[src/rtl/mm_pkg.sv]
`timescale 1ns/1ps
package mm_pkg;
    typedef enum logic [1:0] {
        ST_IDLE  = 2'd0,
        ST_RUN   = 2'd1,
        ST_DRAIN = 2'd2
    } mm_state_e;

    typedef enum logic [1:0] {
        SEL_A    = 2'd0,
        SEL_B    = 2'd1,
        SEL_C    = 2'd2,
        SEL_NONE = 2'd3
    } host_sel_e;

    function automatic int width_of(input int n);
        return (n > 1) ? $clog2(n) : 1;
    endfunction
endpackage

[src/rtl/mm_bank.sv]
`timescale 1ns/1ps
module mm_bank import mm_pkg::*; #(
    parameter int DEPTH = 8,
    parameter int W     = 8,
    parameter int PD    = 4,
    localparam int AB   = width_of(DEPTH)
) (
    input  logic         clk,
    input  logic         rst_n,
    input  logic         rd_en,
    input  logic [AB-1:0] rd_addr,
    output logic [W-1:0] rd_data,
    input  logic         wr_en,
    input  logic [AB-1:0] wr_addr,
    input  logic [W-1:0] wr_data
);
    localparam int PW = width_of(PD);
    localparam int NB = (DEPTH + PD - 1) / PD;

    logic [NB-1:0] blk_rd;
    logic [NB-1:0] blk_wr;
    logic [W-1:0]  blk_q [NB];
    logic [PW-1:0] rd_off;
    logic [PW-1:0] wr_off;
    int            rd_blk;
    int            wr_blk;

    always_comb begin
        rd_blk = int'(rd_addr) / PD;
        wr_blk = int'(wr_addr) / PD;
        rd_off = PW'(int'(rd_addr) % PD);
        wr_off = PW'(int'(wr_addr) % PD);
    end

    for (genvar b = 0; b < NB; b++) begin : g_blk
        logic [W-1:0] mem [PD];
        assign blk_rd[b] = rd_en && (rd_blk == b);
        assign blk_wr[b] = wr_en && (wr_blk == b);
        always_ff @(posedge clk) begin
            if (blk_wr[b]) mem[wr_off] <= wr_data;
        end
        assign blk_q[b] = blk_rd[b] ? mem[rd_off] : '0;
    end

    always_comb begin
        rd_data = '0;
        for (int b = 0; b < NB; b++) rd_data = rd_data | blk_q[b];
    end

    // one physical block at a time per port
    p_one_block_r8: assert property (@(posedge clk) disable iff (!rst_n)
        $onehot0(blk_rd) && $onehot0(blk_wr));
endmodule

[src/rtl/mm_addr_gen.sv]
`timescale 1ns/1ps
module mm_addr_gen import mm_pkg::*; #(
    parameter int N  = 4,
    parameter int II = 2,
    localparam int RW = width_of(N),
    localparam int GW = width_of(II)
) (
    input  logic          clk,
    input  logic          rst_n,
    input  logic          clr,
    input  logic          adv,
    output logic [RW-1:0] k_idx,
    output logic [RW-1:0] i_idx,
    output logic [GW-1:0] g_idx,
    output logic          last
);
    always_ff @(posedge clk or negedge rst_n) begin
        if (!rst_n) begin
            k_idx <= '0;
            i_idx <= '0;
            g_idx <= '0;
        end else if (clr) begin
            k_idx <= '0;
            i_idx <= '0;
            g_idx <= '0;
        end else if (adv) begin
            if (g_idx == GW'(II - 1)) begin
                g_idx <= '0;
                if (i_idx == RW'(N - 1)) begin
                    i_idx <= '0;
                    k_idx <= (k_idx == RW'(N - 1)) ? '0 : k_idx + RW'(1);
                end else begin
                    i_idx <= i_idx + RW'(1);
                end
            end else begin
                g_idx <= g_idx + GW'(1);
            end
        end
    end

    assign last = (k_idx == RW'(N - 1)) && (i_idx == RW'(N - 1)) && (g_idx == GW'(II - 1));
endmodule

[src/rtl/mm_lane.sv]
`timescale 1ns/1ps
module mm_lane import mm_pkg::*; #(
    parameter int N   = 4,
    parameter int II  = 2,
    parameter int DW  = 8,
    parameter int AW  = 24,
    parameter int PD  = 4,
    localparam int BAW = width_of(N * II)
) (
    input  logic                 clk,
    input  logic                 rst_n,
    input  logic                 busy,
    input  logic                 iss_v,
    input  logic [BAW-1:0]       b_addr,
    input  logic [BAW-1:0]       c_addr,
    input  logic signed [DW-1:0] a_val,
    input  logic                 hb_we,
    input  logic                 hc_we,
    input  logic [BAW-1:0]       h_wr_addr,
    input  logic signed [DW-1:0] h_wr_data,
    input  logic [BAW-1:0]       h_rd_addr,
    output logic [AW-1:0]        h_rd_data
);
    localparam int DEPTH = N * II;

    logic [DW-1:0]        b_q;
    logic [AW-1:0]        c_q;
    logic signed [DW-1:0] b_in;
    logic signed [AW-1:0] a_ext;
    logic signed [AW-1:0] b_ext;
    logic signed [AW-1:0] prod;
    logic [AW-1:0]        out_r;
    logic                 v1, v2, v3;
    logic [BAW-1:0]       ca1, ca2, ca3;
    logic                 c_rd_en, c_wr_en;
    logic [BAW-1:0]       c_rd_addr, c_wr_addr;
    logic [AW-1:0]        c_wr_data;

    mm_bank #(.DEPTH(DEPTH), .W(DW), .PD(PD)) u_bbank (
        .clk     (clk),
        .rst_n   (rst_n),
        .rd_en   (iss_v),
        .rd_addr (b_addr),
        .rd_data (b_q),
        .wr_en   (hb_we),
        .wr_addr (h_wr_addr),
        .wr_data (h_wr_data)
    );

    always_comb begin
        c_rd_en   = busy ? v2 : 1'b1;
        c_rd_addr = busy ? ca2 : h_rd_addr;
        c_wr_en   = busy ? v3 : hc_we;
        c_wr_addr = busy ? ca3 : h_wr_addr;
        c_wr_data = busy ? out_r : AW'(h_wr_data);
    end

    mm_bank #(.DEPTH(DEPTH), .W(AW), .PD(PD)) u_cbank (
        .clk     (clk),
        .rst_n   (rst_n),
        .rd_en   (c_rd_en),
        .rd_addr (c_rd_addr),
        .rd_data (c_q),
        .wr_en   (c_wr_en),
        .wr_addr (c_wr_addr),
        .wr_data (c_wr_data)
    );

    assign a_ext     = AW'(a_val);
    assign b_ext     = AW'(b_in);
    assign h_rd_data = c_q;

    always_ff @(posedge clk or negedge rst_n) begin
        if (!rst_n) begin
            v1 <= 1'b0; v2 <= 1'b0; v3 <= 1'b0;
            ca1 <= '0; ca2 <= '0; ca3 <= '0;
            b_in <= '0; prod <= '0; out_r <= '0;
        end else begin
            v1    <= iss_v;
            v2    <= v1;
            v3    <= v2;
            ca1   <= c_addr;
            ca2   <= ca1;
            ca3   <= ca2;
            b_in  <= b_q;
            prod  <= a_ext * b_ext;
            out_r <= c_q + prod;
        end
    end

    // read-add never overlaps the pending write-back address
    p_no_rmw_hazard_r9: assert property (@(posedge clk) disable iff (!rst_n)
        (v2 && v3) |-> (ca2 != ca3));
endmodule

[src/rtl/mm_engine.sv]
`timescale 1ns/1ps
module mm_engine import mm_pkg::*; #(
    parameter int N  = 4,
    parameter int II = 2,
    parameter int DW = 8,
    parameter int AW = 24,
    parameter int PD = 4,
    localparam int RW = width_of(N)
) (
    input  logic          clk,
    input  logic          rst_n,
    input  logic          start,
    input  logic          wr_en,
    input  logic [1:0]    wr_sel,
    input  logic [RW-1:0] wr_row,
    input  logic [RW-1:0] wr_col,
    input  logic [DW-1:0] wr_data,
    input  logic [RW-1:0] rd_row,
    input  logic [RW-1:0] rd_col,
    output logic [AW-1:0] rd_data,
    output logic          busy,
    output logic          done
);
    localparam int L     = N / II;
    localparam int GW    = width_of(II);
    localparam int BAW   = width_of(N * II);
    localparam int AIW   = width_of(N * N);
    localparam int TOTAL = N * N * II;

    mm_state_e            state, nxt;
    logic                 iss_v, gen_last, host_ok;
    logic                 lst1, lst2, lst3;
    logic [RW-1:0]        k_idx, i_idx;
    logic [GW-1:0]        g_idx;
    logic [BAW-1:0]       b_addr, c_addr, h_wr_addr, h_rd_addr;
    int                   h_lane, r_lane;
    logic signed [DW-1:0] amem [N*N];
    logic signed [DW-1:0] a_hold;
    logic [AW-1:0]        lane_rd [L];
    logic [AW-1:0]        rd_pick;
    int                   iss_cnt;

    // state register
    always_ff @(posedge clk or negedge rst_n) begin
        if (!rst_n) state <= ST_IDLE;
        else        state <= nxt;
    end

    // next-state decode
    always_comb begin
        nxt = state;
        unique case (state)
            ST_IDLE:  if (start)    nxt = ST_RUN;
            ST_RUN:   if (gen_last) nxt = ST_DRAIN;
            ST_DRAIN: if (lst3)     nxt = ST_IDLE;
            default:                nxt = ST_IDLE;
        endcase
    end

    assign busy    = (state != ST_IDLE);
    assign iss_v   = (state == ST_RUN);
    assign host_ok = wr_en && !busy;

    // output registers
    always_ff @(posedge clk or negedge rst_n) begin
        if (!rst_n) begin
            done    <= 1'b0;
            rd_data <= '0;
        end else begin
            done    <= lst3;
            rd_data <= rd_pick;
        end
    end

    mm_addr_gen #(.N(N), .II(II)) u_agen (
        .clk   (clk),
        .rst_n (rst_n),
        .clr   (state == ST_IDLE),
        .adv   (iss_v),
        .k_idx (k_idx),
        .i_idx (i_idx),
        .g_idx (g_idx),
        .last  (gen_last)
    );

    always_ff @(posedge clk or negedge rst_n) begin
        if (!rst_n) begin
            lst1 <= 1'b0; lst2 <= 1'b0; lst3 <= 1'b0;
        end else begin
            lst1 <= iss_v && gen_last;
            lst2 <= lst1;
            lst3 <= lst2;
        end
    end

    // A store and row-held broadcast operand
    always_ff @(posedge clk) begin
        if (host_ok && wr_sel == SEL_A)
            amem[AIW'(int'(wr_row) * N + int'(wr_col))] <= wr_data;
    end

    always_ff @(posedge clk or negedge rst_n) begin
        if (!rst_n)                      a_hold <= '0;
        else if (iss_v && g_idx == '0)   a_hold <= amem[AIW'(int'(i_idx) * N + int'(k_idx))];
    end

    // shared local addresses
    always_comb begin
        b_addr    = BAW'(int'(k_idx) * II + int'(g_idx));
        c_addr    = BAW'(int'(i_idx) * II + int'(g_idx));
        h_wr_addr = BAW'(int'(wr_row) * II + int'(wr_col) / L);
        h_rd_addr = BAW'(int'(rd_row) * II + int'(rd_col) / L);
        h_lane    = int'(wr_col) % L;
        r_lane    = int'(rd_col) % L;
    end

    for (genvar j = 0; j < L; j++) begin : g_lane
        mm_lane #(.N(N), .II(II), .DW(DW), .AW(AW), .PD(PD)) u_lane (
            .clk       (clk),
            .rst_n     (rst_n),
            .busy      (busy),
            .iss_v     (iss_v),
            .b_addr    (b_addr),
            .c_addr    (c_addr),
            .a_val     (a_hold),
            .hb_we     (host_ok && wr_sel == SEL_B && h_lane == j),
            .hc_we     (host_ok && wr_sel == SEL_C && h_lane == j),
            .h_wr_addr (h_wr_addr),
            .h_wr_data (wr_data),
            .h_rd_addr (h_rd_addr),
            .h_rd_data (lane_rd[j])
        );
    end

    always_comb begin
        rd_pick = '0;
        for (int j = 0; j < L; j++) if (r_lane == j) rd_pick = lane_rd[j];
    end

    // issue counter used only by the assertion below
    always_ff @(posedge clk or negedge rst_n) begin
        if (!rst_n)                 iss_cnt <= 0;
        else if (state == ST_IDLE)  iss_cnt <= 0;
        else if (iss_v)             iss_cnt <= iss_cnt + 1;
    end

    p_issue_count_r3: assert property (@(posedge clk) disable iff (!rst_n)
        (iss_v && gen_last) |-> (iss_cnt == TOTAL - 1));
    p_done_pulse_r3: assert property (@(posedge clk) disable iff (!rst_n)
        done |=> !done);
    p_done_ends_busy_r3: assert property (@(posedge clk) disable iff (!rst_n)
        done |-> (!busy && $past(busy)));
    p_start_ignored_r4: assert property (@(posedge clk) disable iff (!rst_n)
        (iss_v && start) |=> busy);
endmodule

[config.mk]
export PLATFORM = sky130hd
export DESIGN_NAME = mm_engine
export DESIGN_NICKNAME = d
export VERILOG_FILES = /design/src/rtl/mm_pkg.sv /design/src/rtl/mm_bank.sv /design/src/rtl/mm_addr_gen.sv /design/src/rtl/mm_lane.sv /design/src/rtl/mm_engine.sv
export SDC_FILE = /design/constraint.sdc
export NUM_CORES = 1
export LEC_CHECK = 0
export BUFFER_PORTS_ARGS = -buffer_cell sky130_fd_sc_hd__buf_2
export CELL_PAD_IN_SITES_DETAIL_PLACEMENT = 0
export CELL_PAD_IN_SITES_GLOBAL_PLACEMENT = 1
export CORE_MARGIN = 3
export CORE_UTILIZATION = 50
export CTS_CLUSTER_SIZE = 28
export DETAILED_ROUTE_END_ITERATION = 10
export PLACE_DENSITY_LB_ADDON = 0.05
export REMOVE_ABC_BUFFERS = 1
export SLEW_MARGIN = 20
export SYNTH_ARGS = -nofsm -noshare
export SYNTH_HDL_FRONTEND = slang
export SYNTH_HIERARCHICAL = 1
export SYNTH_SLANG_ARGS = --single-unit
[constraint.sdc]
create_clock -name clk -period 5 [get_ports clk]
set_input_delay 0 -clock clk [delete_from_list [all_inputs] [get_ports clk]]
set_output_delay 0 -clock clk [all_outputs]
set_load 0.005 [all_outputs]
==> After elaboration in Yosys (flattened, before gate mapping) <==
Memories as Yosys holds them, arrays and structs flattened. A register that Yosys moved wholly into a read port is not among the register bits.
Index checks and enable logic that the tools add are counted.
{ "classes": {"n_mul": 2, "eq_ne": 9, "add_sub_neg": 11, "n_reduce_logical": 41, "bitwise": 5, "n_mux": 51} }
{ "op_table": {"columns": ["operator", "n"], "rows": [
  ["32-bit zero test", 6],
  ["24-bit 2-to-1 mux", 8],
  ["24-bit adder", 2],
  ["24-bit OR", 2],
  ["8-bit by 8-bit multiplier with 16-bit output", 2],
  ["8-bit 2-to-1 mux", 4],
  ["1-bit logical AND", 24],
  ["1-bit 2-to-1 mux", 24],
  ["2-bit 2-to-1 mux", 12],
  ["8-bit OR", 2],
  ["3-bit by 1-bit adder with 3-bit output", 4],
  ["4-bit by 2-bit adder with 4-bit output", 2],
  ["2-bit == test (second input constant)", 4],
  ["2-bit nonzero test", 4],
  ["3-bit 2-to-1 mux", 2],
  ["2-bit inequality test (second input constant)", 3],
  ["2-bit one-hot mux with 3 select lines", 1],
  ["3-bit AND reduction", 2],
  ["2-bit by 1-bit adder with 2-bit output (second input constant)", 2],
  ["2-bit by 1-bit == test with 1-bit output (second input constant)", 2],
  ["2-bit zero test", 2],
  ["1-bit zero test", 2],
  ["2-bit AND reduction", 1],
  ["1-bit adder (second input constant)", 1],
  ["1-bit NOT", 1]
]} }
{ "totals": {"ram_bits": 640, "input_bits": 22, "mem_count": 9, "out_inout_bits": 26, "ff_bits": 159} }
{ "memory_table": {"columns": ["name", "words", "word_bits", "rd", "rd_clocked_by_memory_dff", "wr", "line", "source"], "rows": [
  ["amem", 16, 8, 1, 1, 1, "mm_engine.sv:37", "logic signed [DW-1:0] amem [N*N];"],
  ["g_lane[0].u_lane.u_cbank.g_blk[0].mem", 4, 24, 1, 0, 1, "mm_bank.sv:36", "logic [W-1:0] mem [PD];"],
  ["g_lane[0].u_lane.u_cbank.g_blk[1].mem", 4, 24, 1, 0, 1, "mm_bank.sv:36", null],
  ["g_lane[1].u_lane.u_cbank.g_blk[0].mem", 4, 24, 1, 0, 1, "mm_bank.sv:36", null],
  ["g_lane[1].u_lane.u_cbank.g_blk[1].mem", 4, 24, 1, 0, 1, "mm_bank.sv:36", null],
  ["g_lane[0].u_lane.u_bbank.g_blk[0].mem", 4, 8, 1, 0, 1, "mm_bank.sv:36", null],
  ["+3 memories", null, null, null, null, null, null, null]
]} }

==> Longest topological paths before layout <==
{ "depth": {"depth_word": 9, "ltp_mapped": 19} }

==> Modules after synthesis <==
Netlist, hierarchy kept.
{ "modules_own_cells": {"columns": ["module", "cells_per_inst", "area_per_inst_um2", "seq_area_each_um2", "instances"], "rows": [
  ["mm_bank at g_lane[0].u_lane.u_cbank ...", 372, 7539.7, 5765.5, 2],
  ["mm_lane", 586, 5694.2, 1501.4, 2],
  ["mm_engine", 314, 6353.6, 4794.6, 1],
  ["mm_bank at g_lane[0].u_lane.u_bbank ...", 127, 2556.2, 1921.8, 2],
  ["mm_addr_gen", 23, 274.0, 125.1, 1]
]} }

==> Worst setup path after synthesis <==
OpenSTA, ideal clock, no wires.
{ "synth_timing": {"kind": "register to register", "from": "reg state[0]", "to": "reg g_lane[0].u_lane.out_r[22]", "path_buffers": 4, "slack_ns": 0.744, "stages_incl_launch_ff": 20, "setup_time_ns": 0.099, "synth_period_minus_slack_ns": 4.256, "arrival_time_ns": 4.157, "path_cell_list": "dfrtp_1 > nor2_1 > inv_1 > clkbuf_1 > clkbuf_1 > mux2_2 > buf_6 > buf_6 > mux2_2 > o21ai_0 > a211oi_1 > ha_1 > inv_1 > fa_1 > nand2b_1 > a21oi_2 > o2111ai_4 > a211oi_4 > nor3_1 > a311oi_1"} }
{ "synth_lines": {"columns": ["item", "line", "source"], "rows": [
  ["start: declaration", "mm_engine.sv:30", "mm_state_e state, nxt;"],
  ["start signal: assignment", "mm_engine.sv:46", "else state <= nxt;"],
  ["end signal: assignment", "mm_lane.sv:87", "out_r <= c_q + prod;"],
  ["end: declaration", "mm_lane.sv:32", "logic [AW-1:0] out_r;"]
]} }

==> Worst setup path after layout <==
{ "layout_timing": {"from": "reg a_hold[5] (read register of amem)", "to": "reg g_lane[1].u_lane.prod[15]"} }
{ "layout_between": {"elab_chain_len": 1} }
{ "layout_lines": {"columns": ["item", "line", "source"], "rows": [
  ["start: declaration", "mm_engine.sv:38", "logic signed [DW-1:0] a_hold;"],
  ["8-bit by 8-bit multiplier with 16-bit output", "mm_lane.sv:86", "prod <= a_ext * b_ext;"],
  ["end signal: assignment", "mm_lane.sv:86", null],
  ["end: declaration", "mm_lane.sv:31", "logic signed [AW-1:0] prod;"]
]} }
No other way between the ends.
A chain may end at the register's enable or synchronous reset.

==> metrics list <==
- Global route total overflow: 0
- Number of distinct library cells after synthesis: 71
- Top Metal Used: met4
* FFs w/ async S/R, synth: 20.30%
- Setup Viol. Count Final: 0
* Compound-gate portion of the synthesized area: 6.415%
* Number of clock sinks: 803
- Among all flip-flop cells after synthesis, the most frequent one is sky130_fd_sc_hd__edfxtp_1.
- Fmax: 217.1 MHz
* Slew @ Worst Pin: 916.0 ps
* Critical-path cell list: and2_1 > fa_1 > inv_1 > fa_1 > inv_1 > fa_1 > inv_1 > fa_1 > inv_1 > ha_1 > o21ai_0 > o21ai_0 > nand3_1 > o21ai_0 > nor3b_1
* Class of the worst hold path: input port to register
* Input/output buffers: 47
- Final period utilization: 92.14%
- The first global-routing pass estimated 132400 µm of wire.
- Clock H-tree levels: 3
- Slowest stage cell, crit path: sky130_fd_sc_hd__dfrtp_1
* Warnings, synthesis: 6
- After synthesis, the share of cell area in mux cells is 11.55%.
- Floorplan die area: 79770 µm²
- In the final routed layout, each cell accounts on average for 23.65 µm.
* Xor and xnor fraction of the mapped netlist area: 1.444%
- The clock passes through at most 3 buffers.
* Post-Synthesis Mean Instance Area: 15.24 µm²
* Kind of critical path: register to register
- Synthesis produced a netlist whose cell count is 2507.
* Part of the Yosys area used for sequential elements: 60.98%
- Yosys mapped a number of flops with a built-in enable equal to 640.
- TritonCTS Buffers: 85
- The run finished with clean final reports.
- The final layout contains routed wiring with a total length of 86640 µm.
- Headroom to the max-slew limit came out at 38.71%.
- The startpoint identified for the worst register-to-register timing path is a_hold[5].
- Max-cap violations: 0
* Number of buffers and inverters on the critical path: 4
- The mapped netlist covers 38210 µm².
* Cell count of the worst reg-to-reg path: 15
- Setup repair after global routing missed its margin: no
- The startpoint identified for the worst hold timing path is wr_data[4].
- Wire segments on met3 add up to 3673 µm in the final route.
- Timing startpoint of the critical path: a_hold[5]
- On the final layout, the worst clock skew is 35.16 ps.
- After clock tree synthesis, the clock-pin slew on the worst setup and hold paths is 60 ps.
- STA classifies the critical path endpoint as a register.
* DRC Markers: 0
- The count of final hold-check violations came to 0.
- Number of iterations in the first detailed-routing pass: 6
- Instance area after placement: 39620 µm²
* Number of I/O pins: 48
- Count of cells along the worst hold path: 1
- After detailed placement, the design holds a cell count of 3493.
* Layout cells sized above 1: 19.68%
* Required time reported for the critical path endpoint: 5520 ps
- The detailed router finished its first iteration with 1417 violations.
- From bottom edge to top edge, the die measures 282.4 µm.
- TritonCTS clock tree: built
* Worst-Skew Late Latency: 650 ps
- From left edge to right edge, the die measures 282.4 µm.
- Clk root buf: sky130_fd_sc_hd__clkbuf_16
* Antenna violations before repair: 3
* Path length in cells of the critical path: 15
* Wire length on met1: 38510 µm
- At the end of the flow, the number of nets in the layout was 2862.
- The congestion estimate from routability-driven global placement came to 0.8254.
* Final min period: 4607 ps
- Main combinational cell family by area after synthesis: multiplexers
- Met2 wire length: 41760 µm
- Tot GR Track Use: 22.30%
* Final Instance Count excl. Fillers: 3664
- On the worst path, the slowest cell contributes a delay of 600 ps.
* Post-DP HPWL: 57890 µm
- Area share of and/or/nand/nor cells after synthesis: 6.782%
- Number of synthesized register bits: 803
* Max-slew violation count: 0
- Vias in the first global route: 21617
* Data arrival, critical path: 5120 ps
- Overall via count from detail_route: 20696
- Among cell families on the critical path, the largest total delay comes from adder cells.
- Entering global routing, the biggest net connects 58 pins.
* Critical path fanouts, max: 17
- Core area: 75070 µm²
- Startpoint class of the critical path: register
- Count of standard-cell rows: 100
* Hold worst-path end: amem[2][4]
* Initial standard-cell utilization of the core: 50.89%
- Summed area of non-filler cells in the final layout: 42620 µm²
- The worst register-to-register path ends at g_lane[1].u_lane/prod[15].
* Routed Antenna Nets: 0
- Layout overhead on the synthesized area: 11.54%
- Register-to-register setup slack: 390 ps
- After detailed routing, the number of vias per cell comes to 5.648.
* Adder-Cell Fraction of Synth Area: 9.339%
* Postcts setup bufs: 0
-- synth_stat cells (all sizes together), types with 18 or more instances --
cell,number,share of area [%]
ha,106,3.5
nor2,123,1.4
mux2i,102,2.7
buf,63,1.3
edfxtp,640,50
inv,188,1.8
clkbuf,32,0.31
a21o,27,0.53
and2,91,1.5
a21oi,52,0.74
a211oi,58,1.5
nor2b,24,0.39
nand2,153,1.5
o21ai,83,1.2
mux2,103,3.0
nor3,35,0.46
mux4,96,5.8
fa,112,5.9
nand2b,32,0.52
xor2,18,0.41
nand3,19,0.25
dfrtp,163,11
xnor2,45,1.0
-- worst reg2reg max path: cells and delay by family (launching register included) --
family	cells	cell delay, ps
buffers and inverters	4	210
DFF	1	600
adders and majority gates	5	2350
AOI/OAI and AO/OA	3	630
and+or+nand+nor	3	700
-- sequential cells by signal (all words and copies together) (netlist names), 6 cells and up --
register / flops
a_hold: 8
amem: 128
g_lane.u_lane/b_in: 16
g_lane.u_lane/ca1: 6
g_lane.u_lane/ca2: 6
g_lane.u_lane/ca3: 6
g_lane.u_lane/out_r: 48
g_lane.u_lane/prod: 32
g_lane.u_lane/u_bbank/g_blk.mem: 128
g_lane.u_lane/u_cbank/g_blk.mem: 384
rd_data: 24
-- through the flow --
step,util (%),TNS (ps),hold slack [ps],setup WS [ps]
3_5_place_dp,52.77,0,16.15,411.7
2_1_floorplan,-,-17890,-295.6,-771.5
5_1_grt,56.76,0,37.02,29.67
6_report,56.77,0,8.454,393.2
4_1_cts,56.76,0,3.411,358.7
3_3_place_gp,52.77,0,11.20,458.1
-- cells by family after synthesis --
logic type      after synthesis
flops                       803
buf+inv                     283
xor+xnor                     63
compound gates              322
fa+ha+maj                   218
mux                         301
simple gates                517
-- metal layers --
metal  global-route usage (%)  vias up
met5                        0        -
met4                    7.000        0
met3                    3.301      136
met2                    36.61      438
met1                    31.05    10644
li1                         -     9478
-- layout make-up --
cell class                 instances  area (µm²)
inverter                         188       705.7
multi-input combinational       1421       13640
sequential                       803       23300
fill                            5907       32460
timing repair buffer             123       882.1
clock inverter                    56       644.4
antenna                            2       5.005
tap                              969        1212
clock buffer                     102        2221
-- how the worst max path moves through the flow --
stage / to
global placement: g_lane[1].u_lane/prod[15]
finish: g_lane[1].u_lane/prod[15]
detailed placement: g_lane[0].u_lane/prod[15]
global route: g_lane[1].u_lane/prod[15]
CTS: g_lane[0].u_lane/prod[15]
floorplan: g_lane[0].u_lane/out_r[22]
-- timing repair --
item | 4_1_cts | 5_1_grt
hold buffers | 11 | 0
hold endpoints to repair | 213 | 0
resized for setup | 0 | 1
setup endpoints to repair | 0 | 1
-- cell usage in the layout (no fill, tap or decap), types with 63 or more instances in the layout --
master,Yosys,layout
sky130_fd_sc_hd__and2_1,91,91
sky130_fd_sc_hd__buf_4,0,63
sky130_fd_sc_hd__clkbuf_16,0,85
sky130_fd_sc_hd__dfrtp_1,163,160
sky130_fd_sc_hd__edfxtp_1,640,640
sky130_fd_sc_hd__fa_1,112,112
sky130_fd_sc_hd__ha_1,106,106
sky130_fd_sc_hd__inv_1,188,187
sky130_fd_sc_hd__mux2_2,102,100
sky130_fd_sc_hd__mux2i_1,102,102
sky130_fd_sc_hd__mux4_2,78,78
sky130_fd_sc_hd__nand2_1,153,153
sky130_fd_sc_hd__nor2_1,101,89
sky130_fd_sc_hd__o21ai_0,69,68
Power is left out: the tool's default activity adds up to more than one toggle a clock period on the data nets, which glitch-free logic cannot reach.
